## config.mk

```make
export PLATFORM = sky130hd
export DESIGN_NAME = dldo_seg_ctrl
export DESIGN_NICKNAME = d
export VERILOG_FILES = /design/src/rtl/dldo_pkg.sv /design/src/rtl/dldo_cnt_step.sv /design/src/rtl/dldo_grp_gate.sv /design/src/rtl/dldo_seg_group.sv /design/src/rtl/dldo_seg_ctrl.sv
export SDC_FILE = /design/constraint.sdc
export NUM_CORES = 1
export LEC_CHECK = 0
export BUFFER_PORTS_ARGS = -buffer_cell sky130_fd_sc_hd__buf_2
export CORE_ASPECT_RATIO = 0.8
export CORE_MARGIN = 3
export CORE_UTILIZATION = 55
export DETAILED_ROUTE_END_ITERATION = 7
export PLACE_DENSITY = 0.85
export SETUP_SLACK_MARGIN = 0.2
export SLEW_MARGIN = 20
export SYNTH_ARGS = -nofsm -noshare
export SYNTH_HDL_FRONTEND = slang
export SYNTH_SLANG_ARGS = --single-unit
export TNS_END_PERCENT = 5
```

## constraint.sdc

```tcl
create_clock -name clk -period 8.1 [get_ports clk]
set_input_delay 1.215 -clock clk [delete_from_list [all_inputs] [get_ports clk]]
set_output_delay 1.215 -clock clk [all_outputs]
set_load 0.05 [all_outputs]
```

## src/rtl/dldo_pkg.sv

```systemverilog
package dldo_pkg;
    // Shift direction: comparator reports the output high -> remove segments
    typedef enum logic {
        DIR_UP = 1'b0,
        DIR_DN = 1'b1
    } dir_e;
endpackage

```

## src/rtl/dldo_cnt_step.sv

```systemverilog
// Saturating next-count computation for the segment thermometer.
module dldo_cnt_step #(
    parameter int SEGS   = 128,
    parameter int GAIN_W = 4,
    parameter int CNT_W  = 8
) (
    input  logic [CNT_W-1:0]  cnt_q,
    input  dldo_pkg::dir_e    dir,
    input  logic [GAIN_W-1:0] step,
    output logic [CNT_W-1:0]  cnt_d
);
    localparam logic [CNT_W:0] LIMIT_W = (CNT_W+1)'(SEGS);

    logic [CNT_W:0]   sum_w;
    logic [CNT_W-1:0] step_w;

    always_comb begin
        step_w = CNT_W'(step);
        sum_w  = {1'b0, cnt_q} + {1'b0, step_w};
        if (dir == dldo_pkg::DIR_DN) begin
            // clamp at zero
            if (step_w >= cnt_q) cnt_d = '0;
            else                 cnt_d = cnt_q - step_w;
        end else begin
            // clamp at full scale
            if (sum_w > LIMIT_W) cnt_d = LIMIT_W[CNT_W-1:0];
            else                 cnt_d = sum_w[CNT_W-1:0];
        end
    end
endmodule

```

## src/rtl/dldo_grp_gate.sv

```systemverilog
// Per-group clock enables: only groups that the boundary can reach tick.
module dldo_grp_gate #(
    parameter int SEGS   = 128,
    parameter int GROUPS = 8,
    parameter int CNT_W  = 8
) (
    input  logic [CNT_W-1:0]  cnt_q,
    input  logic              move,
    output logic [GROUPS-1:0] grp_en
);
    localparam int GW = SEGS / GROUPS;

    int bnd_grp;

    always_comb begin
        bnd_grp = int'(cnt_q) / GW;
        if (bnd_grp > GROUPS - 1) bnd_grp = GROUPS - 1;
        for (int g = 0; g < GROUPS; g++) begin
            grp_en[g] = move && (g + 1 >= bnd_grp) && (g <= bnd_grp + 1);
        end
    end
endmodule

```

## src/rtl/dldo_seg_group.sv

```systemverilog
// One clock-gated slice of the thermometer shifter.
module dldo_seg_group #(
    parameter int GW       = 16,
    parameter int BASE     = 0,
    parameter int CNT_W    = 8,
    parameter int INIT_CNT = 0
) (
    input  logic             clk,
    input  logic             rst_n,
    input  logic             en,
    input  logic [CNT_W-1:0] cnt_d,
    output logic [GW-1:0]    bits_q
);
    logic [GW-1:0] bits_d;
    logic [GW-1:0] bits_rst;

    always_comb begin
        for (int j = 0; j < GW; j++) begin
            bits_d[j]   = (BASE + j) < int'(cnt_d);
            bits_rst[j] = (BASE + j) < INIT_CNT;
        end
    end

    always_ff @(posedge clk or negedge rst_n) begin
        if (!rst_n)  bits_q <= bits_rst;
        else if (en) bits_q <= bits_d;
    end

    // The gate must never block a bit that has to change.
    assert_gate_safe_R8: assert property (@(posedge clk) disable iff (!rst_n)
        !en |-> (bits_d == bits_q))
        else $error("group %0d gated while its bits change", BASE / GW);
endmodule

```

## src/rtl/dldo_seg_ctrl.sv

```systemverilog
// Top: comparator sample stage, count register, gated thermometer groups.
module dldo_seg_ctrl #(
    parameter int SEGS     = 128,
    parameter int GROUPS   = 8,
    parameter int GAIN_W   = 4,
    parameter int INIT_CNT = 0,
    localparam int CNT_W   = $clog2(SEGS + 1)
) (
    input  logic              clk,
    input  logic              rst_n,
    input  logic              cmp_hi,
    input  logic [GAIN_W-1:0] gain,
    output logic [SEGS-1:0]   seg_en,
    output logic [CNT_W-1:0]  active_cnt,
    output logic [GROUPS-1:0] grp_clk_en
);
    import dldo_pkg::*;

    localparam int GW = SEGS / GROUPS;
    // A step must not jump past the neighbouring group: 2**GAIN_W-1 <= GW.

    typedef struct packed {
        dir_e              dir;
        logic [GAIN_W-1:0] step;
        logic [CNT_W-1:0]  cnt;
    } st_t;

    st_t st_d, st_q;
    logic [CNT_W-1:0] cnt_nx;
    logic             move;

    dldo_cnt_step #(.SEGS(SEGS), .GAIN_W(GAIN_W), .CNT_W(CNT_W)) step_i (
        .cnt_q (st_q.cnt),
        .dir   (st_q.dir),
        .step  (st_q.step),
        .cnt_d (cnt_nx)
    );

    always_comb begin
        move      = (cnt_nx != st_q.cnt);
        st_d      = st_q;
        st_d.dir  = cmp_hi ? DIR_DN : DIR_UP;   // sampled this edge
        st_d.step = gain;
        st_d.cnt  = cnt_nx;                     // acts on last edge's sample
    end

    always_ff @(posedge clk or negedge rst_n) begin
        if (!rst_n) begin
            st_q.dir  <= DIR_UP;
            st_q.step <= '0;
            st_q.cnt  <= CNT_W'(INIT_CNT);
        end else begin
            st_q <= st_d;
        end
    end

    dldo_grp_gate #(.SEGS(SEGS), .GROUPS(GROUPS), .CNT_W(CNT_W)) gate_i (
        .cnt_q  (st_q.cnt),
        .move   (move),
        .grp_en (grp_clk_en)
    );

    for (genvar g = 0; g < GROUPS; g++) begin : g_grp
        dldo_seg_group #(.GW(GW), .BASE(g * GW), .CNT_W(CNT_W), .INIT_CNT(INIT_CNT)) grp_i (
            .clk    (clk),
            .rst_n  (rst_n),
            .en     (grp_clk_en[g]),
            .cnt_d  (cnt_nx),
            .bits_q (seg_en[g*GW +: GW])
        );
    end

    assign active_cnt = st_q.cnt;

    assert_popcount_R10: assert property (@(posedge clk) disable iff (!rst_n)
        $countones(seg_en) == int'(active_cnt))
        else $error("segment count mismatch");

    assert_thermo_R2: assert property (@(posedge clk) disable iff (!rst_n)
        ((seg_en + SEGS'(1)) & seg_en) == '0)
        else $error("enables not a thermometer code");

    assert_hold_zero_R4: assert property (@(posedge clk) disable iff (!rst_n)
        (st_q.step == '0) |=> $stable(seg_en))
        else $error("code moved with zero gain");

    assert_top_clamp_R6: assert property (@(posedge clk) disable iff (!rst_n)
        (int'(active_cnt) == SEGS && st_q.dir == DIR_UP) |=> (int'(active_cnt) == SEGS))
        else $error("count left full scale on an up move");

    assert_bottom_clamp_R7: assert property (@(posedge clk) disable iff (!rst_n)
        (active_cnt == '0 && st_q.dir == DIR_DN) |=> (active_cnt == '0))
        else $error("count left zero on a down move");
endmodule

```

==> flow_metrics.tcl <==
set metrics [dict create \
    row_count 38 \
    ctsResizeCount 0 \
    cp_data_required_time_ns 6.88 \
    relSlewSlack 0.2935 \
    first_global_vias 6373 \
    synth_flop_cell "dfrtp_1" \
    finalClockSkew_ns 0.008536 \
    vias 6419 \
    synth_cell_types 76 \
    multiInputGateArea_um2 3841 \
    numCtsBuffers 17 \
    synthXorXnorAreaFrac 0.004456 \
    outcome "finished, final reports clean" \
    drt_iter0_markers 538 \
    synth-seq-cells 141 \
    worstPathMaxFanout 17 \
    place_hpwl_um 15730 \
    drive_above_1_share 0.3850 \
    synthDominantCellAreaShare 0.4488 \
    drt-wirelength-per-cell_um 22.29 \
    grt_pass1_wl_um 35920 \
    ys_top_cells_by_area "dfrtp_1 45%, mux2_2 10%, mux2_4 6.5%" \
    syn_inst 717 \
    max_freq_ghz 0.1602 \
    grtUsageTotal 0.2909 \
    gp_congestion 0.9261 \
    nFillCells 1045 \
    fin_setup_tns_ns 0 \
    crit_type "register to output pin" \
    syn_area_um2 7861 \
    post-route-period-util 0.7708 \
    synth_compound_area_frac 0.1424 \
    wl_met3_um 2333 \
    synth_fa_ha_area_frac 0.02738 \
    setup_violations 0 \
    initial_core_util 0.5701 \
    maxCapViolCount 0 \
    grt_overflow 0 \
    synth_simple_gate_area_frac 0.1128 \
    io_pins 151 \
    yosys.area.top_type "dfrtp_1" \
    finalHoldViolCount 0 \
    firstDrtPassIters 7 \
    synth_top_family_by_area "multiplexers" \
    syn_avg_cell_area_um2 10.96 \
    async_flop_share 1.000 \
    routed.top_layer "met5" \
    critPathLaunchType "register" \
    yosysSeqAreaShare 0.4488 \
    die_x_um 139.7 \
    synth_mux_area_frac 0.1988 \
    cts_hold_buf 0 \
    max_slew.worst_pin.slew_ns 1.059 \
    routed_wl_um 23010 \
    portBuffers 150 \
    slew_viol_final 0 \
    chipHeight_um 112.9 \
    coreArea_um2 13790 \
    drtAntennaViolNets 0 \
    met2_length_um 10080 \
    post-route-min-period_ns 6.244 \
    post-cts-setup-buffers 0 \
    worstSkewPairLatency_ns 0.43 \
    grt_max_degree 76 \
    seqCellArea_um2 3528 \
    cts_tree "built" \
    ys_warn_count 0 \
    root_buffer "clkbuf_16" \
    area_delta_synth_final_pct 15.84 \
    hp-class "register to register" \
    nets 862 \
    arrival_ns 5.03 \
    cts_sinks 141 \
    cts-htree-levels 4 \
    antenna_found_initial 1 \
    clockBufferDepth 2 \
    wl_met1_um 9869 \
    synth_edf_count 0 \
    grt_setup_unrepaired "no" \
    via_per_inst 6.220 \
    drcViolationCount 0 \
    clk_pin_slew_ns 0.06 \
    n_antenna_cell 0 \
    synthesis.nets 740 \
    worst_setup_path_end_kind "output pin" \
    die_area_um2 15770 \
]
-- cell type report --
type / count / area share
multi-input combinational: 490 / 0.4218
sequential: 141 / 0.3875
timing repair buffer: 159 / 0.09055
clock buffer: 19 / 0.04864
tap: 180 / 0.02473
clock inverter: 13 / 0.01443
inverter: 30 / 0.01237
-- kinds of logic after synthesis --
family                   count (synthesis)
XOR/XNOR                                 4
AO/OA/AOI/OAI                          186
flip-flops                             141
buffers and inverters                   86
adder cells (fa/ha/maj)                 16
multiplexers                           128
AND/OR/NAND/NOR                        156
-- state kept, by name, indices dropped and copies added (netlist names) --
name                cells
g_grp.grp_i.bits_q    128
active_cnt              8
st_q                    5
-- metal layers --
layer / GRT usage / vias up
met5: 0 / -
met4: 0.1039 / 2
met3: 0.09083 / 64
met2: 0.4385 / 349
met1: 0.4014 / 3204
li1: - / 2800
-- final timing paths --
kind,start,to,slack (ns),cells after the start
worst max-delay path,active_cnt[3],grp_clk_en[5],1.86,12
worst min-delay path,g_grp[4].grp_i.bits_q[1],g_grp[4].grp_i.bits_q[1],0.49,1
worst max register to register,active_cnt[0],g_grp[1].grp_i.bits_q[10],3.09,14
worst min register to register,g_grp[4].grp_i.bits_q[1],g_grp[4].grp_i.bits_q[1],0.49,1
max in group asynchronous,rst_n,g_grp[3].grp_i.bits_q[9],5.97,2
min in group asynchronous,rst_n,g_grp[7].grp_i.bits_q[2],0.80,1
-- critical path, stage by stage (launching register included) --
cell	delay (ns)
dfrtp_1	0.44
ha_1	0.59
nor2b_1	0.09
o21ai_0	0.45
a211oi_2	0.27
o2111a_1	0.34
a21oi_1	0.76
a21oi_1	0.14
o211ai_2	0.21
buf_4	0.38
nand3_2	0.48
inv_1	0.14
buf_2	0.27
-- cells in the final DEF (no fill, tap or decap), drive strengths merged, types with 3 or more instances in the layout --
master	netlist	layout
or3	3	3
or2	8	8
nor3	15	15
mux2	123	123
a31oi	8	8
clkinv	1	6
nand3	6	6
ha	14	14
nand4	3	3
o41ai	4	4
a221o	3	3
mux2i	5	5
clkbuf	15	19
nor2	37	37
a21oi	61	61
nor2b	7	7
buf	41	159
nor3b	3	3
a21o	4	4
inv	29	34
nand2b	4	4
nor4	5	5
o21ai	70	70
or4	5	5
nand2	53	53
and2	3	3
o31ai	7	7
a211oi	4	4
dfrtp	141	141
-- synthesized netlist by cell type (3+ instances only) --
cell and count:
ha_1 14, a31oi_1 8, a221o_1 3, nand2_8 6, buf_6 3, and2_1 3, nor4_2 3, mux2_1 18
nor2_1 35, nand2b_1 4, mux2_2 71, nor3_1 13, nand3_1 5, buf_12 4, dfrtp_1 141, o21ai_1 3
o31ai_1 6, buf_2 13, or4_1 5, inv_1 29, a211oi_1 3, nand4_1 3, a21oi_1 61, mux2i_1 5
or3_1 3, o41ai_1 4, nand2_1 47, o21ai_0 66, mux2_4 34, nor2b_1 7, buf_4 17, a21o_1 4
or2_2 6, clkbuf_1 15
-- per-stage QoR --
step / hold WS [ns] / worst slack [ns] / instances / util / instance area, um^2
after floorplan: 0.7127 / 3.439 / 717 / - / 7861
after global placement: 0.4676 / 2.587 / 1000 / 0.6183 / 8526
after detailed placement: 0.4769 / 2.459 / 1000 / 0.6183 / 8526
after CTS: 0.4920 / 2.001 / 1032 / 0.6600 / 9100
after global routing: 0.4997 / 1.636 / 1032 / 0.6604 / 9106
final: 0.4862 / 1.856 / 1032 / 0.6604 / 9106
Power is not shown: default switching activity piles up to over one toggle a cycle in this logic, so the estimate is an artifact.
